[src/rtl/ssp_pkg.sv]
package ssp_pkg;
  localparam logic [1:0] ADDR_CTRL = 2'd0;
  localparam logic [1:0] ADDR_DATA = 2'd1;
  localparam logic [1:0] ADDR_STAT = 2'd2;

  // control word, bit0 = master ... bit5 = parity error check
  typedef struct packed {
    logic perr_en;
    logic odd;
    logic rx_par;
    logic tx_par;
    logic en;
    logic master;
  } ctrl_t;

  localparam int CTRL_W = $bits(ctrl_t);
endpackage

[src/rtl/ssp_regs.sv]
module ssp_regs
  import ssp_pkg::*;
#(
  parameter int DATA_W = 8
) (
  input  logic              clk,
  input  logic              rst_n,
  input  logic              we,
  input  logic [1:0]        addr,
  input  logic [CTRL_W-1:0] wdata,
  input  logic              busy,
  input  logic              done,
  input  logic              perr_set,
  input  logic [DATA_W-1:0] rx_data,
  output ctrl_t             ctrl,
  output logic              perr,
  output logic              tx_start,
  output logic [DATA_W-1:0] rdata
);
  ctrl_t ctrl_q, ctrl_d, pend_q, pend_d;
  logic  pend_v_q, pend_v_d;
  logic  perr_q, perr_d;
  logic  wr_ctrl, wr_data, wr_stat;

  assign wr_ctrl = we && (addr == ADDR_CTRL);
  assign wr_data = we && (addr == ADDR_DATA);
  assign wr_stat = we && (addr == ADDR_STAT);

  always_comb begin
    ctrl_d   = ctrl_q;
    pend_d   = pend_q;
    pend_v_d = pend_v_q;
    if (done) begin
      if (wr_ctrl)       ctrl_d = ctrl_t'(wdata);
      else if (pend_v_q) ctrl_d = pend_q;
      pend_v_d = 1'b0;
    end else if (wr_ctrl) begin
      if (busy) begin
        pend_d   = ctrl_t'(wdata);
        pend_v_d = 1'b1;
      end else begin
        ctrl_d = ctrl_t'(wdata);
      end
    end
  end

  // detection outranks the clear
  always_comb begin
    if (perr_set)                 perr_d = 1'b1;
    else if (wr_stat && wdata[1]) perr_d = 1'b0;
    else                          perr_d = perr_q;
  end

  assign tx_start = wr_data && !busy && ctrl_q.en;

  always_comb begin
    unique case (addr)
      ADDR_CTRL: rdata = DATA_W'(ctrl_q);
      ADDR_DATA: rdata = rx_data;
      ADDR_STAT: rdata = DATA_W'({perr_q, busy});
      default:   rdata = '0;
    endcase
  end

  always_ff @(posedge clk or negedge rst_n) begin
    if (!rst_n) begin
      ctrl_q   <= '0;
      pend_q   <= '0;
      pend_v_q <= 1'b0;
      perr_q   <= 1'b0;
    end else begin
      ctrl_q   <= ctrl_d;
      pend_q   <= pend_d;
      pend_v_q <= pend_v_d;
      perr_q   <= perr_d;
    end
  end

  assign ctrl = ctrl_q;
  assign perr = perr_q;
endmodule

[src/rtl/ssp_clkgen.sv]
module ssp_clkgen #(
  parameter int CLK_DIV     = 8,
  parameter int SYNC_STAGES = 2
) (
  input  logic clk,
  input  logic rst_n,
  input  logic master,
  input  logic run,
  input  logic sclk_i,
  output logic sclk_o,
  output logic rise,
  output logic fall
);
  localparam int HALF = CLK_DIV / 2;
  localparam int CW   = (HALF > 1) ? $clog2(HALF) : 1;
  localparam logic [CW-1:0] CNT_TOP = CW'(HALF - 1);

  logic [CW-1:0] cnt_q, cnt_d;
  logic          sclk_q, sclk_d;
  logic          active, tick;
  logic [SYNC_STAGES:0] sync_q;
  logic          s_now, s_prev;

  // master divider
  assign active = run && master;
  assign tick   = active && (cnt_q == CNT_TOP);

  always_comb begin
    if (!active) begin
      cnt_d  = '0;
      sclk_d = 1'b0;
    end else if (tick) begin
      cnt_d  = '0;
      sclk_d = ~sclk_q;
    end else begin
      cnt_d  = cnt_q + 1'b1;
      sclk_d = sclk_q;
    end
  end

  always_ff @(posedge clk or negedge rst_n) begin
    if (!rst_n) begin
      cnt_q  <= '0;
      sclk_q <= 1'b0;
    end else begin
      cnt_q  <= cnt_d;
      sclk_q <= sclk_d;
    end
  end

  // external clock synchronizer, one flop per stage plus an edge history flop
  for (genvar g = 0; g <= SYNC_STAGES; g++) begin : g_sync
    if (g == 0) begin : g_first
      always_ff @(posedge clk or negedge rst_n) begin
        if (!rst_n) sync_q[0] <= 1'b0;
        else        sync_q[0] <= sclk_i;
      end
    end else begin : g_next
      always_ff @(posedge clk or negedge rst_n) begin
        if (!rst_n) sync_q[g] <= 1'b0;
        else        sync_q[g] <= sync_q[g-1];
      end
    end
  end

  assign s_now  = sync_q[SYNC_STAGES-1];
  assign s_prev = sync_q[SYNC_STAGES];

  assign rise   = master ? (tick && !sclk_q) : (run && s_now && !s_prev);
  assign fall   = master ? (tick && sclk_q)  : (run && !s_now && s_prev);
  assign sclk_o = sclk_q;
endmodule

[src/rtl/ssp_engine.sv]
module ssp_engine #(
  parameter int DATA_W = 8
) (
  input  logic              clk,
  input  logic              rst_n,
  input  logic              start,
  input  logic [DATA_W-1:0] tx_data,
  input  logic              tx_par_en,
  input  logic              rx_par_en,
  input  logic              odd,
  input  logic              perr_en,
  input  logic              rise,
  input  logic              fall,
  input  logic              sdi,
  output logic              busy,
  output logic              sdo,
  output logic              done,
  output logic              perr_set,
  output logic              rx_valid,
  output logic [DATA_W-1:0] rx_data
);
  localparam int CNT_W = $clog2(DATA_W + 1);
  localparam logic [CNT_W-1:0] N_DATA   = CNT_W'(DATA_W);
  localparam logic [CNT_W-1:0] LAST_NOP = CNT_W'(DATA_W - 1);

  logic              busy_q, busy_d;
  logic [CNT_W-1:0]  bit_q, bit_d;
  logic [DATA_W-1:0] tx_q, tx_d, rx_q, rx_d, rxd_q, rxd_d;
  logic              txp_q, txp_d, rxp_q, rxp_d;
  logic              valid_q;
  logic              in_data, is_last, exp_par;

  assign in_data = bit_q < N_DATA;
  assign is_last = bit_q == ((tx_par_en || rx_par_en) ? N_DATA : LAST_NOP);
  assign done    = busy_q && fall && is_last;
  assign exp_par = (^rx_q) ^ odd;
  assign perr_set = done && rx_par_en && perr_en && (rxp_q != exp_par);

  always_comb begin
    busy_d = busy_q;
    bit_d  = bit_q;
    tx_d   = tx_q;
    txp_d  = txp_q;
    rx_d   = rx_q;
    rxp_d  = rxp_q;
    if (start) begin
      busy_d = 1'b1;
      bit_d  = '0;
      tx_d   = tx_data;
      txp_d  = tx_par_en && ((^tx_data) ^ odd);
    end else if (busy_q) begin
      if (rise) begin
        if (in_data) rx_d  = {rx_q[DATA_W-2:0], sdi};
        else         rxp_d = sdi;
      end
      if (fall) begin
        if (is_last) begin
          busy_d = 1'b0;
          bit_d  = '0;
        end else begin
          bit_d = bit_q + 1'b1;
          tx_d  = {tx_q[DATA_W-2:0], 1'b0};
        end
      end
    end
  end

  assign rxd_d = done ? rx_q : rxd_q;

  always_ff @(posedge clk or negedge rst_n) begin
    if (!rst_n) begin
      busy_q  <= 1'b0;
      bit_q   <= '0;
      tx_q    <= '0;
      txp_q   <= 1'b0;
      rx_q    <= '0;
      rxp_q   <= 1'b0;
      rxd_q   <= '0;
      valid_q <= 1'b0;
    end else begin
      busy_q  <= busy_d;
      bit_q   <= bit_d;
      tx_q    <= tx_d;
      txp_q   <= txp_d;
      rx_q    <= rx_d;
      rxp_q   <= rxp_d;
      rxd_q   <= rxd_d;
      valid_q <= done;
    end
  end

  assign busy     = busy_q;
  assign sdo      = busy_q && (in_data ? tx_q[DATA_W-1] : txp_q);
  assign rx_valid = valid_q;
  assign rx_data  = rxd_q;
endmodule

[src/rtl/ssp_parity_top.sv]
module ssp_parity_top
  import ssp_pkg::*;
#(
  parameter int DATA_W      = 8,
  parameter int CLK_DIV     = 8,
  parameter int SYNC_STAGES = 2
) (
  input  logic              clk,
  input  logic              rst_n,
  input  logic              bus_we,
  input  logic [1:0]        bus_addr,
  input  logic [DATA_W-1:0] bus_wdata,
  output logic [DATA_W-1:0] bus_rdata,
  output logic              busy_o,
  output logic              perr_o,
  output logic              rx_valid_o,
  output logic [DATA_W-1:0] rx_data_o,
  output logic              enabled_o,
  output logic              slave_sel_o,
  input  logic              sclk_i,
  output logic              sclk_o,
  output logic              sclk_oe_o,
  input  logic              sdi_i,
  output logic              sdo_o
);
  logic [1:0] rst_ff;
  logic       rst_int_n;
  ctrl_t      ctrl;
  logic       tx_start, done, perr_set, rise, fall, busy;

  // asynchronous assert, synchronous release
  always_ff @(posedge clk or negedge rst_n) begin
    if (!rst_n) rst_ff <= 2'b00;
    else        rst_ff <= {rst_ff[0], 1'b1};
  end
  assign rst_int_n = rst_ff[1];

  ssp_regs #(.DATA_W(DATA_W)) u_regs (
    .clk      (clk),
    .rst_n    (rst_int_n),
    .we       (bus_we),
    .addr     (bus_addr),
    .wdata    (bus_wdata[CTRL_W-1:0]),
    .busy     (busy),
    .done     (done),
    .perr_set (perr_set),
    .rx_data  (rx_data_o),
    .ctrl     (ctrl),
    .perr     (perr_o),
    .tx_start (tx_start),
    .rdata    (bus_rdata)
  );

  ssp_clkgen #(.CLK_DIV(CLK_DIV), .SYNC_STAGES(SYNC_STAGES)) u_clk (
    .clk    (clk),
    .rst_n  (rst_int_n),
    .master (ctrl.master),
    .run    (busy),
    .sclk_i (sclk_i),
    .sclk_o (sclk_o),
    .rise   (rise),
    .fall   (fall)
  );

  ssp_engine #(.DATA_W(DATA_W)) u_eng (
    .clk       (clk),
    .rst_n     (rst_int_n),
    .start     (tx_start),
    .tx_data   (bus_wdata),
    .tx_par_en (ctrl.tx_par),
    .rx_par_en (ctrl.rx_par),
    .odd       (ctrl.odd),
    .perr_en   (ctrl.perr_en),
    .rise      (rise),
    .fall      (fall),
    .sdi       (sdi_i),
    .busy      (busy),
    .sdo       (sdo_o),
    .done      (done),
    .perr_set  (perr_set),
    .rx_valid  (rx_valid_o),
    .rx_data   (rx_data_o)
  );

  assign busy_o      = busy;
  assign enabled_o   = ctrl.en;
  assign slave_sel_o = ~ctrl.master;
  assign sclk_oe_o   = ctrl.master;
endmodule

[config.mk]
export PLATFORM = sky130hd
export DESIGN_NAME = ssp_parity_top
export DESIGN_NICKNAME = d
export VERILOG_FILES = /design/src/rtl/ssp_pkg.sv /design/src/rtl/ssp_regs.sv /design/src/rtl/ssp_clkgen.sv /design/src/rtl/ssp_engine.sv /design/src/rtl/ssp_parity_top.sv
export SDC_FILE = /design/constraint.sdc
export NUM_CORES = 1
export LEC_CHECK = 0
export ABC_AREA = 1
export BUFFER_PORTS_ARGS = -buffer_cell sky130_fd_sc_hd__buf_2
export CORE_ASPECT_RATIO = 1.1
export CORE_MARGIN = 5
export CORE_UTILIZATION = 58
export DETAILED_ROUTE_END_ITERATION = 6
export PLACE_DENSITY_LB_ADDON = 0.08
export SLEW_MARGIN = 20
export SYNTH_ARGS = -nofsm -noshare
export SYNTH_HDL_FRONTEND = slang
export SYNTH_SLANG_ARGS = --single-unit
[constraint.sdc]
create_clock -name clk -period 2.1 [get_ports clk]
set_clock_uncertainty 0.2 [all_clocks]
set_input_delay 0.42 -clock clk [delete_from_list [all_inputs] [get_ports clk]]
set_output_delay 0.42 -clock clk [all_outputs]
set_load 0.05 [all_outputs]
==> impl_summary.log <==
[metrics] outcome: complete, no violations
[metrics] count of standard-cell rows: 27
[metrics] number of flops mapped to enable cells by yosys: 0
[metrics] Post-Syn Area: 2960 um^2
[metrics] worst reg-to-reg setup slack: 0.22 ns
[metrics] biggest area contributors in the synthesized netlist: dfrtp_1 46%, nand2_1 21%, inv_1 5.7%
[metrics] Antenna Nets Post-Route: 0
[metrics] met3 track utilization from global routing: 3.29%
[metrics] share of synthesized flip-flops with an asynchronous set or reset: 100%
[metrics] Post-Route WL: 6330 um
[metrics] most used routing layer: met2
[metrics] final hold violations: 0
[metrics] biggest cell delay along the critical path: 0.46 ns
[metrics] library cell with the highest instance count after synthesis: nand2_1
[metrics] unrepaired setup endpoints after global routing: false
[metrics] portion of the post-synthesis area used by sequential elements: 45.6%
[metrics] synth warn: 0
[metrics] number of failing setup endpoints in the final timing report: 0
[metrics] syn nets: 414
[metrics] critical path endpoint category: output pin
[metrics] Post-synth top cells: 165 x nand2_1, 54 x dfrtp_1, 45 x inv_1, 32 x o21ai_0, 26 x nand3_1
[metrics] post-synthesis cell type with the largest combined area: dfrtp_1
[metrics] crit path cell chain: inv_1 -> o21ai_0 -> a21oi_2 -> clkbuf_4
[metrics] time the worst path needs with I/O delays and setup: 2.01 ns
[metrics] worst hold-check path type: reg2async
[metrics] area of the multi-input gates: 1380 um^2
[metrics] number of buffers added on ports: 38
[metrics] number of instances in the placed design: 493
[metrics] GR Util met2: 37.3%
[metrics] Starting DRT DRC Count: 121
[metrics] cell with the largest stage delay on the worst path: dfrtp_1
[metrics] Avg Vias per Cell: 5.12
[metrics] total clock buffers created by CTS: 5
[metrics] CTS tree: done
[metrics] fraction of post-synthesis cell area in the top cell type by area: 45.6%
[metrics] clock transition time at the flip-flop clock pins of the worst setup and hold paths: 0.10 ns
[metrics] via count: 2568
[metrics] overall routing resource usage: 20.7%
[metrics] core area: 4970 um^2
[metrics] width of the chip: 78.1 um
[metrics] floorplan die height: 84.9 um
[metrics] Initial Utilization: 59.6%
[metrics] register area: 1360 um^2
[metrics] TritonRoute pass-1 iters: 4
[metrics] mean routed wirelength per cell: 12.6 um
[metrics] global placer's final weighted congestion: 0.841
[metrics] required time of the worst setup path: 1.48 ns
[metrics] area added between synthesis and finish: 13.2%
[metrics] register bit count reported by yosys: 54
[metrics] Diodes inserted: 0
[metrics] final number of max-transition violations: 0
[metrics] fraction of final layout cells with drive strength greater than 1: 17.1%
[metrics] post-synthesis cell count: 397
[metrics] H-Tree Level Count: 2
[metrics] post-CTS setup buffer count: 0
[metrics] family with the most delay on the worst path: flip-flops
[metrics] Fill cells: 456
[metrics] count of distinct cell types in the synthesized netlist: 30
[metrics] utilization after layout: 67.5%
[metrics] mean instance size in the synthesized netlist: 7.46 um^2
[metrics] category of the worst setup path launch point: flop
[metrics] gr ovfl total: 0
[metrics] drc violations: 0
[metrics] detailed placer's ending HPWL: 4950 um
[metrics] global-route wire length before repair: 11300 um
[metrics] Peak Freq: 0.497 GHz
[metrics] clock insertion delay at the later pin of the skew report: 0.30 ns
[metrics] arrival time at the worst endpoint: 1.39 ns
[metrics] Clock Tree Root: clkbuf_8
[metrics] pin count of the biggest net entering global routing: 29
[metrics] Top FF cell, synth: dfrtp_1
[metrics] number of max-cap violations: 0
[metrics] buffers and inverters on the worst path: 2
[metrics] Final Total Pwr: 4.68 mW
[metrics] kind of critical path: reg2out
[metrics] buffers from clock root to sink, at most: 2
[metrics] Peak supply drop: 0.728 mV
[metrics] Nets: 460
[metrics] Final period util: 95.8%
[metrics] leakage power summed over all cells: 1.84 nW
[metrics] Pwr per Cell Area: 1400 nW/um^2
[metrics] number of ports placed on the die boundary: 39
[metrics] total number of clock tree sinks: 54
[metrics] antenna violations before repair: 0
[metrics] Die ar.: 6630 um^2
[metrics] number of global-route vias before repair: 2569
[metrics] global routing usage on met1: 25.0%
[metrics] non-filler cells in the finished layout: 502
[metrics] biggest fanout along the worst timing path: 5
-- placed cells by master (no fill, tap or decap), types with 4 or more instances in the layout --
cell type / count
a21oi_1: 7
buf_4: 7
inv_1: 45
nor2_1: 18
dfrtp_1: 51
clkbuf_8: 5
o21ai_1: 8
nand2_1: 165
nand3_1: 26
buf_2: 36
o21ai_0: 30
xnor2_1: 4
-- state kept, by name (all words and copies together) (netlist names) --
name,flops
u_eng.rx_q,8
u_regs.perr,1
rst_ff,2
u_eng.rx_valid,1
u_regs.pend_q,6
u_clk.s_prev,1
u_regs.ctrl,6
u_clk.sync_q,1
u_eng.txp_q,1
u_eng.tx_q,8
u_clk.s_now,1
u_eng.busy,1
u_clk.sclk_o,1
u_eng.bit_q,4
u_eng.rxp_q,1
u_regs.pend_v_q,1
u_clk.cnt_q,2
u_eng.rx_data,8
-- path summary, 6_finish.rpt --
| check | from | cells past startpoint | end |
|---|---|---|---|
| min in group clk | sclk_i | 1 | u_clk.sync_q[0] |
| setup reg to reg | u_clk.cnt_q[0] | 11 | u_regs.pend_q[3] |
| max in group asynchronous | rst_ff[1] | 2 | u_eng.rx_data[6] |
| hold reg to reg | rst_ff[1] | 0 | u_eng.rx_data[3] |
| setup / recovery | u_eng.bit_q[3] | 4 | sdo_o |
| hold / removal | rst_ff[1] | 0 | u_eng.rx_data[3] |
-- area by class of cell --
cell class / count / share of cell area [%]
inverters: 48 / 5.38
repair buffers: 46 / 7.69
flip-flops and latches: 54 / 40.4
multi-input cells: 288 / 41.0
clock inverters: 2 / 1.12
clock buffers: 6 / 2.17
well taps: 58 / 2.17
-- metrics by stage --
step                hold slack (ns)  setup TNS (ns)  worst slack, ns  cell area, um^2
floorplan                   -0.0756          -0.272           -0.272             2970
global placement            0.00484               0            0.186             3220
detailed placement          0.00862               0            0.118             3220
CTS                          0.0101               0           0.0498             3350
global route                0.00378               0           0.0102             3350
finish                       0.0127               0           0.0884             3350
-- kinds of logic (layout without fill, tap and decap cells) --
| kind of cell | after synthesis | in the layout | share of synthesized area (%) |
|---|---|---|---|
| AOI/OAI and AO/OA | 54 | 54 | 10.7 |
| and+or+nand+nor | 225 | 225 | 32.9 |
| xor gates and xnor gates | 6 | 6 | 1.78 |
| DFF | 54 | 54 | 45.6 |
| other | 1 | 1 | 0.127 |
| adders and majority gates | 2 | 2 | 0.845 |
| buffers and inverters | 55 | 102 | 8.03 |
-- timing repair --
| item | 4_1_cts | 5_1_grt |
|---|---|---|
| gates resized for setup | 1 | 2 |
| hold buffers | 1 | 0 |
| hold endpoints to repair | 2 | 0 |
| setup endpoints to repair | 2 | 2 |
-- power breakdown --
part | switching (mW) | internal [mW]
sequential | 0.380 | 1.44
combinational | 1.48 | 0.687
clock | 0.330 | 0.356
total | 2.19 | 2.49
-- layer usage --
| metal | vias to the layer above | wire, um |
|---|---|---|
| met2 | 58 | 3190 |
| met1 | 1171 | 2770 |
| met3 | 11 | 268 |
| li1 | 1328 | - |
| met4 | 0 | 104 |
| met5 | - | 0 |
(Power assumes the default switching activity.)
